`src/rtl/lsu_pkg.sv`:
```
package lsu_pkg;
  typedef enum logic [1:0] {
    SZ_BYTE = 2'd0,
    SZ_HALF = 2'd1,
    SZ_WORD = 2'd2,
    SZ_RSVD = 2'd3
  } size_e;

  typedef enum logic [1:0] {
    IX_PRE    = 2'd0,
    IX_POST   = 2'd1,
    IX_PRE_WB = 2'd2,
    IX_RSVD   = 2'd3
  } index_e;

  typedef enum logic [1:0] {
    ST_IDLE   = 2'd0,
    ST_ACCESS = 2'd1,
    ST_RESP   = 2'd2
  } lsu_state_e;
endpackage

```
`src/rtl/lsu_agen.sv`:
```
module lsu_agen
  import lsu_pkg::*;
#(
  parameter int unsigned AW     = 32,
  parameter int unsigned IMM_W  = 12,
  parameter int unsigned IDX_W  = 4,
  parameter int unsigned SH_W   = 5,
  parameter int unsigned PC_IDX = 15,
  parameter int unsigned LANES  = 4
) (
  input  size_e             size_i,
  input  index_e            mode_i,
  input  logic              sub_i,
  input  logic [AW-1:0]     base_i,
  input  logic [IMM_W-1:0]  imm_i,
  input  logic              use_reg_i,
  input  logic [IDX_W-1:0]  reg_idx_i,
  input  logic [AW-1:0]     reg_val_i,
  input  logic [SH_W-1:0]   shift_i,
  output logic [AW-1:0]     addr_o,
  output logic              wb_en_o,
  output logic [AW-1:0]     wb_data_o,
  output logic              illegal_o,
  output logic              misalign_o
);
  localparam int unsigned OFF_W = $clog2(LANES);
  localparam logic [IDX_W-1:0] PC_SEL = IDX_W'(PC_IDX);

  logic [AW-1:0] offset;
  logic [AW-1:0] sum;
  logic          bad_reg;

  assign offset = use_reg_i ? (reg_val_i << shift_i) : {{(AW-IMM_W){1'b0}}, imm_i};
  assign sum    = sub_i ? (base_i - offset) : (base_i + offset);

  assign addr_o    = (mode_i == IX_POST) ? base_i : sum;
  assign wb_data_o = sum;
  assign wb_en_o   = (mode_i == IX_POST) || (mode_i == IX_PRE_WB);

  // pc as offset source, or scaled offset on a halfword
  assign bad_reg = use_reg_i &&
                   ((reg_idx_i == PC_SEL) || ((shift_i != '0) && (size_i == SZ_HALF)));

  assign illegal_o = (size_i == SZ_RSVD) || (mode_i == IX_RSVD) || bad_reg;

  always_comb begin
    misalign_o = 1'b0;
    if (!illegal_o) begin
      unique case (size_i)
        SZ_HALF: misalign_o = addr_o[0];
        SZ_WORD: misalign_o = (addr_o[OFF_W-1:0] != '0);
        default: misalign_o = 1'b0;
      endcase
    end
  end
endmodule

```
`src/rtl/lsu_lanes.sv`:
```
module lsu_lanes
  import lsu_pkg::*;
#(
  parameter int unsigned DW = 32
) (
  input  logic                    big_endian_i,
  input  size_e                   size_i,
  input  logic [$clog2(DW/8)-1:0] lane_off_i,
  input  logic [DW-1:0]           wdata_i,
  input  logic [DW-1:0]           rdata_i,
  output logic [DW/8-1:0]         be_o,
  output logic [DW-1:0]           wdata_o,
  output logic [DW-1:0]           rdata_o
);
  localparam int unsigned LANES  = DW / 8;
  localparam int unsigned OFF_W  = $clog2(LANES);
  localparam int unsigned HALVES = LANES / 2;
  localparam int unsigned HS_W   = (OFF_W > 1) ? OFF_W - 1 : 1;

  logic [OFF_W-1:0] byte_lane;
  logic [HS_W-1:0]  half_slot;
  logic [HS_W-1:0]  half_raw;

  assign half_raw  = HS_W'(lane_off_i >> 1);
  assign byte_lane = big_endian_i ? (OFF_W'(LANES - 1) - lane_off_i) : lane_off_i;
  assign half_slot = big_endian_i ? (HS_W'(HALVES - 1) - half_raw) : half_raw;

  always_comb begin
    unique case (size_i)
      SZ_BYTE: be_o = LANES'(1) << byte_lane;
      SZ_HALF: be_o = LANES'(3) << (2 * half_slot);
      default: be_o = '1;
    endcase
  end

  always_comb begin
    unique case (size_i)
      SZ_BYTE: rdata_o = DW'(rdata_i[8*byte_lane +: 8]);
      SZ_HALF: rdata_o = DW'(rdata_i[16*half_slot +: 16]);
      default: rdata_o = rdata_i;
    endcase
  end

  for (genvar l = 0; l < LANES; l++) begin : g_lane
    always_comb begin
      unique case (size_i)
        SZ_BYTE: wdata_o[8*l +: 8] = wdata_i[7:0];
        SZ_HALF: wdata_o[8*l +: 8] = wdata_i[8*(l%2) +: 8];
        default: wdata_o[8*l +: 8] = wdata_i[8*l +: 8];
      endcase
    end
  end
endmodule

```
`src/rtl/lsu_core.sv`:
```
module lsu_core
  import lsu_pkg::*;
#(
  parameter int unsigned AW     = 32,
  parameter int unsigned DW     = 32,
  parameter int unsigned IMM_W  = 12,
  parameter int unsigned IDX_W  = 4,
  parameter int unsigned SH_W   = 5,
  parameter int unsigned PC_IDX = 15
) (
  input  logic              clk_i,
  input  logic              rst_ni,
  input  logic              big_endian_i,
  input  logic              req_valid_i,
  output logic              req_ready_o,
  input  logic              req_store_i,
  input  logic [1:0]        req_size_i,
  input  logic [1:0]        req_mode_i,
  input  logic              req_sub_i,
  input  logic [AW-1:0]     req_base_i,
  input  logic [IMM_W-1:0]  req_imm_i,
  input  logic              req_use_reg_i,
  input  logic [IDX_W-1:0]  req_reg_idx_i,
  input  logic [AW-1:0]     req_reg_val_i,
  input  logic [SH_W-1:0]   req_shift_i,
  input  logic [DW-1:0]     req_wdata_i,
  output logic              mem_valid_o,
  output logic              mem_we_o,
  output logic [AW-1:0]     mem_addr_o,
  output logic [DW/8-1:0]   mem_be_o,
  output logic [DW-1:0]     mem_wdata_o,
  input  logic              mem_ready_i,
  input  logic [DW-1:0]     mem_rdata_i,
  output logic              done_o,
  output logic [DW-1:0]     load_data_o,
  output logic              wb_en_o,
  output logic [AW-1:0]     wb_data_o,
  output logic              misalign_o,
  output logic              illegal_o
);
  localparam int unsigned LANES = DW / 8;
  localparam int unsigned OFF_W = $clog2(LANES);

  lsu_state_e    state_q;
  logic [AW-1:0] addr_q, wb_data_q;
  logic [DW-1:0] wdata_q, load_q;
  size_e         size_q;
  logic          store_q, wb_en_q, ill_q, mis_q;

  logic [AW-1:0] ag_addr, ag_wb_data;
  logic          ag_wb_en, ag_ill, ag_mis;
  logic [DW-1:0] ln_rdata, ln_wdata;
  logic [LANES-1:0] ln_be;

  lsu_agen #(
    .AW(AW), .IMM_W(IMM_W), .IDX_W(IDX_W), .SH_W(SH_W), .PC_IDX(PC_IDX), .LANES(LANES)
  ) u_agen (
    .size_i     (size_e'(req_size_i)),
    .mode_i     (index_e'(req_mode_i)),
    .sub_i      (req_sub_i),
    .base_i     (req_base_i),
    .imm_i      (req_imm_i),
    .use_reg_i  (req_use_reg_i),
    .reg_idx_i  (req_reg_idx_i),
    .reg_val_i  (req_reg_val_i),
    .shift_i    (req_shift_i),
    .addr_o     (ag_addr),
    .wb_en_o    (ag_wb_en),
    .wb_data_o  (ag_wb_data),
    .illegal_o  (ag_ill),
    .misalign_o (ag_mis)
  );

  lsu_lanes #(.DW(DW)) u_lanes (
    .big_endian_i (big_endian_i),
    .size_i       (size_q),
    .lane_off_i   (addr_q[OFF_W-1:0]),
    .wdata_i      (wdata_q),
    .rdata_i      (mem_rdata_i),
    .be_o         (ln_be),
    .wdata_o      (ln_wdata),
    .rdata_o      (ln_rdata)
  );

  always_ff @(posedge clk_i or negedge rst_ni) begin
    if (!rst_ni) begin
      state_q   <= ST_IDLE;
      addr_q    <= '0;
      wb_data_q <= '0;
      wdata_q   <= '0;
      load_q    <= '0;
      size_q    <= SZ_WORD;
      store_q   <= 1'b0;
      wb_en_q   <= 1'b0;
      ill_q     <= 1'b0;
      mis_q     <= 1'b0;
    end else begin
      unique case (state_q)
        ST_IDLE: begin
          if (req_valid_i) begin
            addr_q    <= ag_addr;
            wb_data_q <= ag_wb_data;
            wdata_q   <= req_wdata_i;
            size_q    <= size_e'(req_size_i);
            store_q   <= req_store_i;
            wb_en_q   <= ag_wb_en;
            ill_q     <= ag_ill;
            mis_q     <= ag_mis;
            load_q    <= '0;
            state_q   <= (ag_ill || ag_mis) ? ST_RESP : ST_ACCESS;
          end
        end
        ST_ACCESS: begin
          if (mem_ready_i) begin
            if (!store_q) load_q <= ln_rdata;
            state_q <= ST_RESP;
          end
        end
        ST_RESP: state_q <= ST_IDLE;
        default: state_q <= ST_IDLE;
      endcase
    end
  end

  assign req_ready_o = (state_q == ST_IDLE);
  assign mem_valid_o = (state_q == ST_ACCESS);
  assign mem_we_o    = mem_valid_o && store_q;
  assign mem_addr_o  = {addr_q[AW-1:OFF_W], {OFF_W{1'b0}}};
  assign mem_be_o    = ln_be;
  assign mem_wdata_o = ln_wdata;

  assign done_o      = (state_q == ST_RESP);
  assign load_data_o = load_q;
  assign wb_data_o   = wb_data_q;
  assign illegal_o   = done_o && ill_q;
  assign misalign_o  = done_o && mis_q;
  assign wb_en_o     = done_o && wb_en_q && !ill_q && !mis_q;

  a_r10_hold_request: assert property (@(posedge clk_i) disable iff (!rst_ni)
    mem_valid_o && !mem_ready_i |=> mem_valid_o && $stable(mem_addr_o) &&
                                     $stable(mem_be_o) && $stable(mem_wdata_o));

  a_r10_done_pulse: assert property (@(posedge clk_i) disable iff (!rst_ni)
    done_o |=> !done_o);

  a_r9_fault_no_access: assert property (@(posedge clk_i) disable iff (!rst_ni)
    done_o && (misalign_o || illegal_o) |-> !$past(mem_valid_o));

  a_r2_wb_only_clean: assert property (@(posedge clk_i) disable iff (!rst_ni)
    wb_en_o |-> done_o && !illegal_o && !misalign_o);

  a_r7_store_has_lanes: assert property (@(posedge clk_i) disable iff (!rst_ni)
    mem_we_o |-> mem_be_o != '0);

  a_r11_ready_idle: assert property (@(posedge clk_i) disable iff (!rst_ni)
    req_ready_o |-> !mem_valid_o && !done_o);
endmodule

```
`config.mk`:
```
export PLATFORM = sky130hd
export DESIGN_NAME = lsu_core
export DESIGN_NICKNAME = d
export VERILOG_FILES = /design/src/rtl/lsu_pkg.sv /design/src/rtl/lsu_agen.sv /design/src/rtl/lsu_lanes.sv /design/src/rtl/lsu_core.sv
export SDC_FILE = /design/constraint.sdc
export NUM_CORES = 1
export LEC_CHECK = 0
export BUFFER_PORTS_ARGS = -buffer_cell sky130_fd_sc_hd__buf_2
export CAP_MARGIN = 40
export CORE_MARGIN = 10
export CORE_UTILIZATION = 50
export DETAILED_ROUTE_END_ITERATION = 12
export MAX_ROUTING_LAYER = met4
export PLACE_DENSITY = 0.77
export REMOVE_ABC_BUFFERS = 1
export SYNTH_ARGS = -nofsm -noshare
export SYNTH_HDL_FRONTEND = slang
export SYNTH_SLANG_ARGS = --single-unit
```
`constraint.sdc`:
```
create_clock -name clk_i -period 5.3 [get_ports clk_i]
set_input_delay 0.53 -clock clk_i [delete_from_list [all_inputs] [get_ports clk_i]]
set_output_delay 0.53 -clock clk_i [all_outputs]
set_load 0.01 [all_outputs]
```
After elaboration in Yosys (flattened, before gate mapping)
Index checks and enable logic that the tools add are counted.
W data, S select, Z words.
{"block": "totals", "register_bits": 136, "input_bits": 161, "output_inout_bits": 139}
{"block": "classes", "addsub": 4, "n_eq_ne": 13, "shift": 5, "muxes": 20, "reduce_logical": 24}
{"op": "$mux W32", "count": 6}
{"op": "$pmux W32 S2", "count": 2}
{"op": "$add A32 B32 Y32", "count": 1}
{"op": "$shiftx A32 B6 Y16", "count": 1}
{"op": "$shiftx A32 B6 Y8", "count": 1}
{"op": "$shl A32 B5 Y32", "count": 1}
{"op": "$sub A32 B32 Y32", "count": 1}
{"op": "$mux W8", "count": 2}
{"op": "$pmux W8 S2", "count": 1}
{"op": "$eq A2 B2 Y1 const B", "count": 5}
{"op": "$eq A2 B1 Y1 const B", "count": 4}
{"op": "$logic_and A1 B1 Y1", "count": 8}
{"op": "$mux W2", "count": 4}
{"op": "$pmux W4 S2", "count": 1}
{"op": "$logic_or A1 B1 Y1", "count": 5}
{"op": "$reduce_bool A5 Y1", "count": 1}
{"op": "$eq A4 B4 Y1 const B", "count": 1}
{"op": "$logic_not A2 Y1", "count": 2}
{"op": "$ne A2 B2 Y1 const B", "count": 2}
{"op": "$pmux W2 S2", "count": 1}
{"op": "$reduce_and A2 Y1", "count": 2}
{"op": "$reduce_and A4 Y1", "count": 1}
{"op": "$reduce_bool A2 Y1", "count": 2}
{"op": "$shl A1 B2 Y4 const A", "count": 1}
{"op": "other kinds (8)", "count": 10}

Depth between registers and ports, before layout
Gate-level depths: netlist of the first run.
{"block": "logic_depth", "depth_word": 12, "depth_mapped": 27, "mapped_depth_nobuf": 25}

Cells and area by module
Synthesis of the first run repeated with hierarchy kept, for this count alone.
{"block": "hier_totals", "hier_cells": 1126, "area_unflattened_um2": 11225.8}
{"mod": "lsu_core", "n_inst": 1, "cells_each": 338, "area_each_um2": 5291.3}
{"mod": "lsu_agen", "n_inst": 1, "cells_each": 619, "area_each_um2": 4702.0}
{"mod": "lsu_lanes", "n_inst": 1, "cells_each": 169, "area_each_um2": 1232.4}

Worst setup path before layout of the first run
No wires, ideal clock.
{"block": "synth_path", "path_type": "in2reg", "start": "input req_shift_i[0]", "end": "register addr_q[31]", "arrival_time_ns": 5.433, "required_ns": 5.176, "slack_ns": -0.257, "cell_stages": 26, "path_cell_list": "buf_6 > buf_6 > buf_4 > buf_2 > mux2_2 > a32oi_1 > ha_1 > o21ai_0 > a21oi_1 > nand3_1 > nor3_1 > o211ai_1 > or2_2 > o21ai_0 > xnor2_1 > ha_1 > and4_1 > and3_1 > and2_1 > a32oi_1 > o21ai_0 > a211o_1 > a21oi_1 > or3_1 > mux2i_1 > a211o_1"}
{"block": "synth_via", "elab_chain_cells": 5, "word_cells_on_any_way": 6, "classes_between": "2 x add/sub; 1 x shift; 3 x mux"}
{"item": "start: declaration", "line_no": "lsu_core.sv:25", "text": "input logic [SH_W-1:0] req_shift_i,"}
{"item": "$shl A32 B5 Y32 *", "line_no": "lsu_agen.sv:33", "text": "assign offset = use_reg_i ? (reg_val_i << shift_i) : {{(AW-IMM_W){1'b0}}, imm_i};"}
{"item": "$mux W32 *", "line_no": "lsu_agen.sv:33"}
{"item": "$add A32 B32 Y32 / $sub A32 B32 Y32 (equally long branches)", "line_no": "lsu_agen.sv:34", "text": "assign sum = sub_i ? (base_i - offset) : (base_i + offset);"}
{"item": "$mux W32 *", "line_no": "lsu_agen.sv:34"}
{"item": "$mux W32 *", "line_no": "lsu_agen.sv:36", "text": "assign addr_o = (mode_i == IX_POST) ? base_i : sum;"}
{"item": "end signal: assignment", "line_no": "lsu_core.sv:101", "text": "addr_q <= ag_addr;"}
{"item": "end: declaration", "line_no": "lsu_core.sv:45", "text": "logic [AW-1:0] addr_q, wb_data_q;"}
Mark *: on every way between the ends. The rest lies on a longest branch, timed or not.
A chain may end at the register's enable or synchronous reset.

Worst setup path after layout of the first run
{"block": "layout_path", "start": "input req_shift_i[0]", "end": "register wb_data_q[30] (netlist: wb_data_o[30])"}
{"block": "layout_via", "elab_chain_cells": 4, "word_cells_on_any_way": 5, "classes_between": "2 x add/sub; 1 x shift; 2 x mux"}
{"item": "$shl A32 B5 Y32 *", "line_no": "lsu_agen.sv:33"}
{"item": "$mux W32 *", "line_no": "lsu_agen.sv:33"}
{"item": "$add A32 B32 Y32 / $sub A32 B32 Y32 (equally long branches)", "line_no": "lsu_agen.sv:34"}
{"item": "$mux W32 *", "line_no": "lsu_agen.sv:34"}
{"item": "end signal: assignment", "line_no": "lsu_core.sv:102", "text": "wb_data_q <= ag_wb_data;"}
{"item": "end: declaration", "line_no": "lsu_core.sv:45"}
Marks and branches as above.

==> flow_summary.toml, run 1 <==
[status]
status = "finished clean"

[layout]
fin_cells = 1908
layout-drive-gt1-share_pct = 32.4
area_growth_pct = 25.2
fin_nets = 1814
final_common_cell = "buf_2"
final_cell_mix = "buf_2, nand2_1, dfrtp_1"
antenna_cells = 0
num-fill-cells = 1883

[sta]
grt_setup_unrepaired = "no"
finalCritPeriodShare_pct = 92.7
finalSetupViolations = 0
finalCriticalPeriod_ns = 4.91
hold_viol = 0
slew_headroom_pct = 40.1
slew_violations = 0
fin_ws_ns = 0.388
skew_ns = 0.0125
worstMarginPinSlew_ns = 0.898
fmax_mhz = 204

[global_route]
grt_pass1_vias = 11100
track_usage_pct = 27.4
grt_pass1_wl_um = 61400
antenna_found_initial = 0
grt_max_degree = 99
overflow = 0

[clock_network]
clock_latency_ns = 0.43
cts_buffer_depth = 2
clkTransAtPathRegs_ns = 0.07
htreeDepth = 4
cts_sinks = 136
cts_tree = "built"
cts_buffers = 17
post_cts_buffers = 0
cts-root-buf = "clkbuf_16"

[synthesis]
async_reset_ff_share_pct = 100
yosys_warnings = 0
synthXorXnorAreaFrac_pct = 4.99
seq_area_frac_synth_pct = 30.9
synth_top_family_by_area = "compound AO/OA/AOI/OAI gates"
synthesis.area_um2 = 11000
synth-edff-count = 0
synthSimpleGateAreaFrac_pct = 17.5
synth.mux.area_fraction_pct = 14.2
synthAdderAreaFrac_pct = 4.38
synth-seq-cells = 136
netlist_instances = 1298
ys.flop_type = "dfrtp_1"
syn_area_per_cell_um2 = 8.50
ys_types = 73
synth_compound_area_share_pct = 21.4

[route]
final_antenna_net_count = 0
vias = 11200
drt-pass1-iter-count = 6
routed_wl_um = 39400
wl_per_cell_um = 20.7
vias_per_cell = 5.87
post-route-drc-count = 0
drt_iter0_drc = 1157

[placed_design]
port_buffers = 297
routabilityCongestion = 1.02
place_ws_ns = -0.186
hpwl_um = 31300
dp_cells = 1875

[flow_run]
cap_viol_max_count = 0

[power_and_ir_drop]
p_leak_nw = 6.87
power.total_mw = 5.42
irDropWorstVdd_mv = 0.229
pwr_density_cell_nw_per_um2 = 393

[die]
io_pins = 300
rows = 54
die_h_um = 169
die_width_um = 169
initial_core_util_pct = 50.7
fp.coreArea_um2 = 21800
dieArea_um2 = 28400

[worst_hold_path]
hold_path.class = "in2reg"
hold_end = "wdata_q[1]$_DFFE_PN0P_"
hp-start = "req_wdata_i[1]"
min_path_cells = 3

[critical_path]
end_kind = "flop"
path_max_fanout = 11
critPathKind = "in2reg"
crit_arrival_ns = 5.19
ff2ff_setup_slack_ns = 2.67
r2r_end = "load_data_o[31]$_DFFE_PN0P_"
r2r_cells = 7
reg2reg_from = "state_q[1]$_DFFE_PN0P_"
required_ns = 5.58
crit_path_start_kind = "primary input"
## synth_stat cells (9+ instances only)
cell type | n | share of area [%]
mux2i_1 | 52 | 4.7
nand2_1 | 243 | 8.3
dfrtp_1 | 135 | 31
a31oi_1 | 17 | 0.96
nor3_1 | 14 | 0.64
nor2b_1 | 14 | 0.79
and2_1 | 17 | 0.96
buf_1 | 14 | 0.48
inv_1 | 22 | 0.75
a21oi_1 | 78 | 3.5
clkbuf_1 | 49 | 1.7
o21ai_0 | 121 | 5.5
ha_1 | 37 | 4.2
nor2_1 | 81 | 2.8
a22oi_1 | 12 | 0.82
buf_2 | 9 | 0.41
nand2b_1 | 15 | 0.85
buf_4 | 44 | 3.0
xnor2_1 | 30 | 2.4
and3_1 | 13 | 0.74
xor2_1 | 31 | 2.5
o21a_1 | 11 | 0.75
a22o_1 | 20 | 1.6
mux2_2 | 34 | 3.5
mux4_2 | 26 | 5.3
a21o_1 | 20 | 1.4
o22ai_1 | 17 | 0.96
## power breakdown
group | internal, mW | total [mW] | leakage (nW) | switching [mW]
clock | 0.715 | 1.24 | 0.302 | 0.523
sequential | 1.41 | 1.69 | 1.71 | 0.275
combinational | 1.06 | 2.49 | 4.86 | 1.43
## repair_timing
item,in CTS,in global routing
hold buffers,1,0
resized for setup,0,7
endpoints found under the hold margin,2,0
setup endpoints to repair,0,12
## through the flow
step	utilization [%]	TNS, ns	area, µm²	hold WS [ns]
finish	63.5	0	13800	0.286
global placement	60.3	-0.0776	13100	0.451
global route	63.5	0	13800	0.285
CTS	63.3	0	13800	0.278
detailed placement	60.5	-0.647	13200	0.322
floorplan	-	0	10400	0.234
## logic make-up (layout without fill, tap and decap cells)
logic type	count (synthesis)	after routing
and+or+nand+nor	436	436
AOI/OAI and AO/OA	369	369
buffers and inverters	141	470
DFF	136	136
muxes	115	115
xor gates and xnor gates	62	62
adders and majority gates	38	38
other	1	2
## layout make-up
class                   count  area [µm²]  area share [%]
clock buffers              17         425            3.08
clock inverters            15         183            1.32
repair buffers            415        2420            17.5
multi-input cells        1022        6940            50.3
flip-flops and latches    136        3400            24.7
well taps                 280         350            2.54
inverters                  23        86.3           0.625
## state kept, by name, indices dropped and copies added (netlist names)
| name | flops |
|---|---|
| store_q | 1 |
| load_data_o | 32 |
| wb_en_q | 1 |
| mis_q | 1 |
| ill_q | 1 |
| wdata_q | 32 |
| size_q | 2 |
| wb_data_o | 32 |
| addr_q | 32 |
| state_q | 2 |
## per-layer routing
metal | global-route usage (%) | vias up | routed length (µm)
met5 | - | - | 0
met4 | 9.80 | 0 | 1150
met3 | 4.52 | 66 | 2530
met2 | 46.1 | 490 | 19700
met1 | 32.5 | 5368 | 16100
li1 | - | 5277 | -
## how the worst max path moves through the flow
stage,slack (ns),endpoint,start,cells after the start
finish,0.39,wb_data_o[30]$_DFFE_PN0P_,req_shift_i[0],20
detailed placement,-0.19,addr_q[31]$_DFFE_PN0P_,req_shift_i[0],22
global route,0.03,addr_q[31]$_DFFE_PN0P_,req_shift_i[0],23
global placement,-0.08,addr_q[31]$_DFFE_PN0P_,req_shift_i[0],22
floorplan,0.07,addr_q[31]$_DFFE_PN0P_,req_shift_i[1],20
CTS,0.20,addr_q[31]$_DFFE_PN0P_,req_shift_i[0],22
## worst max-delay path, stage by stage
cell,delay (ns)
clkbuf_4,0.22
mux4_1,0.66
buf_4,0.17
a22o_1,0.21
nor3b_1,0.33
and2_1,0.22
a21oi_1,0.09
xnor2_1,0.19
ha_1,0.29
a21o_1,0.17
a221oi_1,0.39
nand2b_1,0.18
o211a_1,0.16
nor3_1,0.05
buf_4,0.14
a22o_1,0.24
a41o_1,0.30
a311oi_1,0.32
xor2_1,0.22
o21ai_0,0.12
Power figures use the tool's default switching activity.
==> run 2: changes to the inputs <==
--- a/config.mk
+++ b/config.mk
@@ -11,8 +11,9 @@
 export CORE_UTILIZATION = 50
 export DETAILED_ROUTE_END_ITERATION = 12
 export MAX_ROUTING_LAYER = met4
-export PLACE_DENSITY = 0.77
+export PLACE_DENSITY = 0.76
 export REMOVE_ABC_BUFFERS = 1
 export SYNTH_ARGS = -nofsm -noshare
 export SYNTH_HDL_FRONTEND = slang
+export SYNTH_HIERARCHICAL = 1
 export SYNTH_SLANG_ARGS = --single-unit
==> flow_summary.toml, run 2 <==
[flow_run]
cap_viol_max_count = 0

[critical_path]
path_max_fanout = 9
critPathTopFamily = "compound AO/OA/AOI/OAI gates"
slowest_stage = "mux4_2"
path_cells = "buf_12, mux4_2, mux2_4, a22oi_2, o221a_1, and3_4, a21oi_2, xor2_1, ha_1, a21o_1, or3_1, or4_4, a211o_1, a211oi_2, buf_4, or3_1, a21boi_2, o2111ai_1, o311ai_1, mux2_1, mux2_1"
crit_arrival_ns = 5.48
max_stage_delay_ns = 0.52
required_ns = 5.61
timing.critical_path.buf_inv = 2
critPathKind = "in2reg"
crit_path_start_kind = "primary input"
end_kind = "flop"

[sta]
slew_headroom_pct = 42.9
worstMarginPinSlew_ns = 0.856
setup_tns_ns = 0
finalCriticalPeriod_ns = 5.16
slew_violations = 0
fin_ws_ns = 0.136
skew_ns = 0.0179
finalSetupViolations = 0
whs_ns = 0.164
fmax_mhz = 194
finalCritPeriodShare_pct = 97.4
hold_viol = 0

[clock_network]
clock_latency_ns = 0.43
cts_sinks = 136
cts_hold_buf = 0
cts-root-buf = "clkbuf_16"
cts_tree = "built"
cts_buffer_depth = 2
htreeDepth = 4
clkTransAtPathRegs_ns = 0.07
cts_buffers = 17

[route]
drt_iter0_drc = 954
post-route-drc-count = 0
routed_wl_um = 37400
vias_per_cell = 5.77
wl_per_cell_um = 20.3
drt-pass1-iter-count = 5
vias = 10600
final_antenna_net_count = 0

[die]
initial_core_util_pct = 51.1
die_h_um = 170
die_width_um = 170
io_pins = 300
dieArea_um2 = 28800
rows = 54
fp.coreArea_um2 = 22000

[global_route]
antenna_found_initial = 3
overflow = 0
grt_pass1_wl_um = 58600
track_usage_pct = 25.7
grt_pass1_vias = 10900
grt_max_degree = 105

[synthesis]
yosys_warnings = 6
synth-edff-count = 0
ys_types = 80
seq_area_frac_synth_pct = 30.3
async_reset_ff_share_pct = 100
syn_area_per_cell_um2 = 9.97
synthesis.area_um2 = 11200
synth-seq-cells = 136
ys.flop_type = "dfrtp_1"
yosysTopAreaCell = "dfrtp_1"
synth.most_common_cell = "dfrtp_1"
netlist_instances = 1126
synth_top_area_share_pct = 30.1
synthTopCellsByCount = "dfrtp_1, mux2_1, nand2_1, nor2_1, a21oi_1"
synthTopCellsByArea = "dfrtp_1, mux2_1, mux4_2, mux2_2, mux2i_1"

[layout]
area_growth_pct = 32.1
num-fill-cells = 1710
layout-drive-gt1-share_pct = 42.1
utilization_pct = 67.5
fin_area_um2 = 14800
final_common_cell = "buf_2"
fin_nets = 1744
final_cell_mix = "buf_2, buf_4, dfrtp_1"
fin_cells = 1843

[power_and_ir_drop]
pwr_density_cell_nw_per_um2 = 389
irDropWorstVdd_mv = 0.269
power.total_mw = 5.77
p_leak_nw = 7.12

[placed_design]
placed_area_um2 = 14000
routabilityCongestion = 0.985
hpwl_um = 29400
place_ws_ns = -0.628
dp_cells = 1802
port_buffers = 297

[status]
status = "finished clean"

[worst_hold_path]
hold_path.class = "in2async"
## run 2: final timing paths
| kind | from | end | slack (ns) | cells after the start |
|---|---|---|---|---|
| setup / recovery | req_shift_i[0] | addr_q[30]$_DFFE_PN0P_ | 0.14 | 21 |
| hold / removal | rst_ni | wb_data_o[4]$_DFFE_PN0P_ | 0.16 | 1 |
| setup reg to reg | size_q[1]$_DFFE_PN1P_ | load_data_o[6]$_DFFE_PN0P_ | 3.19 | 5 |
| hold reg to reg | wb_data_o[3]$_DFFE_PN0P_ | wb_data_o[3]$_DFFE_PN0P_ | 0.48 | 1 |
| max in group asynchronous | rst_ni | wb_data_o[26]$_DFFE_PN0P_ | 3.99 | 2 |
| min in group clk_i | req_wdata_i[27] | wdata_q[27]$_DFFE_PN0P_ | 0.32 | 2 |
## run 2: final cells by class
type	count	area [µm²]	share of cell area [%]
well taps	280	350	2.36
inverters	22	82.6	0.557
clock buffers	17	425	2.87
multi-input cells	861	7240	48.8
repair buffers	508	3160	21.3
diodes	4	10.0	0.0675
flip-flops and latches	136	3400	23.0
clock inverters	15	156	1.05
## run 2: timing repair
item                       in CTS  in global routing
pin swaps                       0                 11
setup endpoints to repair       8                 19
setup buffers                   0                  5
resized for setup               5                 34
## run 2: cell families (layout without fill, tap and decap cells)
family	count (synthesis)	after routing	synth area share, %
AO/OA/AOI/OAI	271	271	17.2
AND/OR/NAND/NOR	261	261	11.7
multiplexers	236	236	25.8
flip-flops	136	136	30.3
buffers and inverters	130	562	6.56
XOR/XNOR	54	54	4.21
adder cells (fa/ha/maj)	37	37	4.19
other	1	6	0.0334
## run 2: layer usage
| metal | global-route usage (%) | part of all wire, % | wire length (µm) | up-vias |
|---|---|---|---|---|
| li1 | - | - | - | 4998 |
| met1 | 31.9 | 42 | 15800 | 5194 |
| met2 | 42.0 | 48 | 18100 | 392 |
| met3 | 5.16 | 7.4 | 2770 | 48 |
| met4 | 6.94 | 2.0 | 748 | 0 |
| met5 | - | 0 | 0 | - |
## run 2: power breakdown
part           internal (mW)  switching, mW  leakage (nW)  total, mW
clock network          0.666          0.523         0.283       1.19
registers               1.43          0.266          1.66       1.70
logic                   1.40           1.49          5.17       2.89
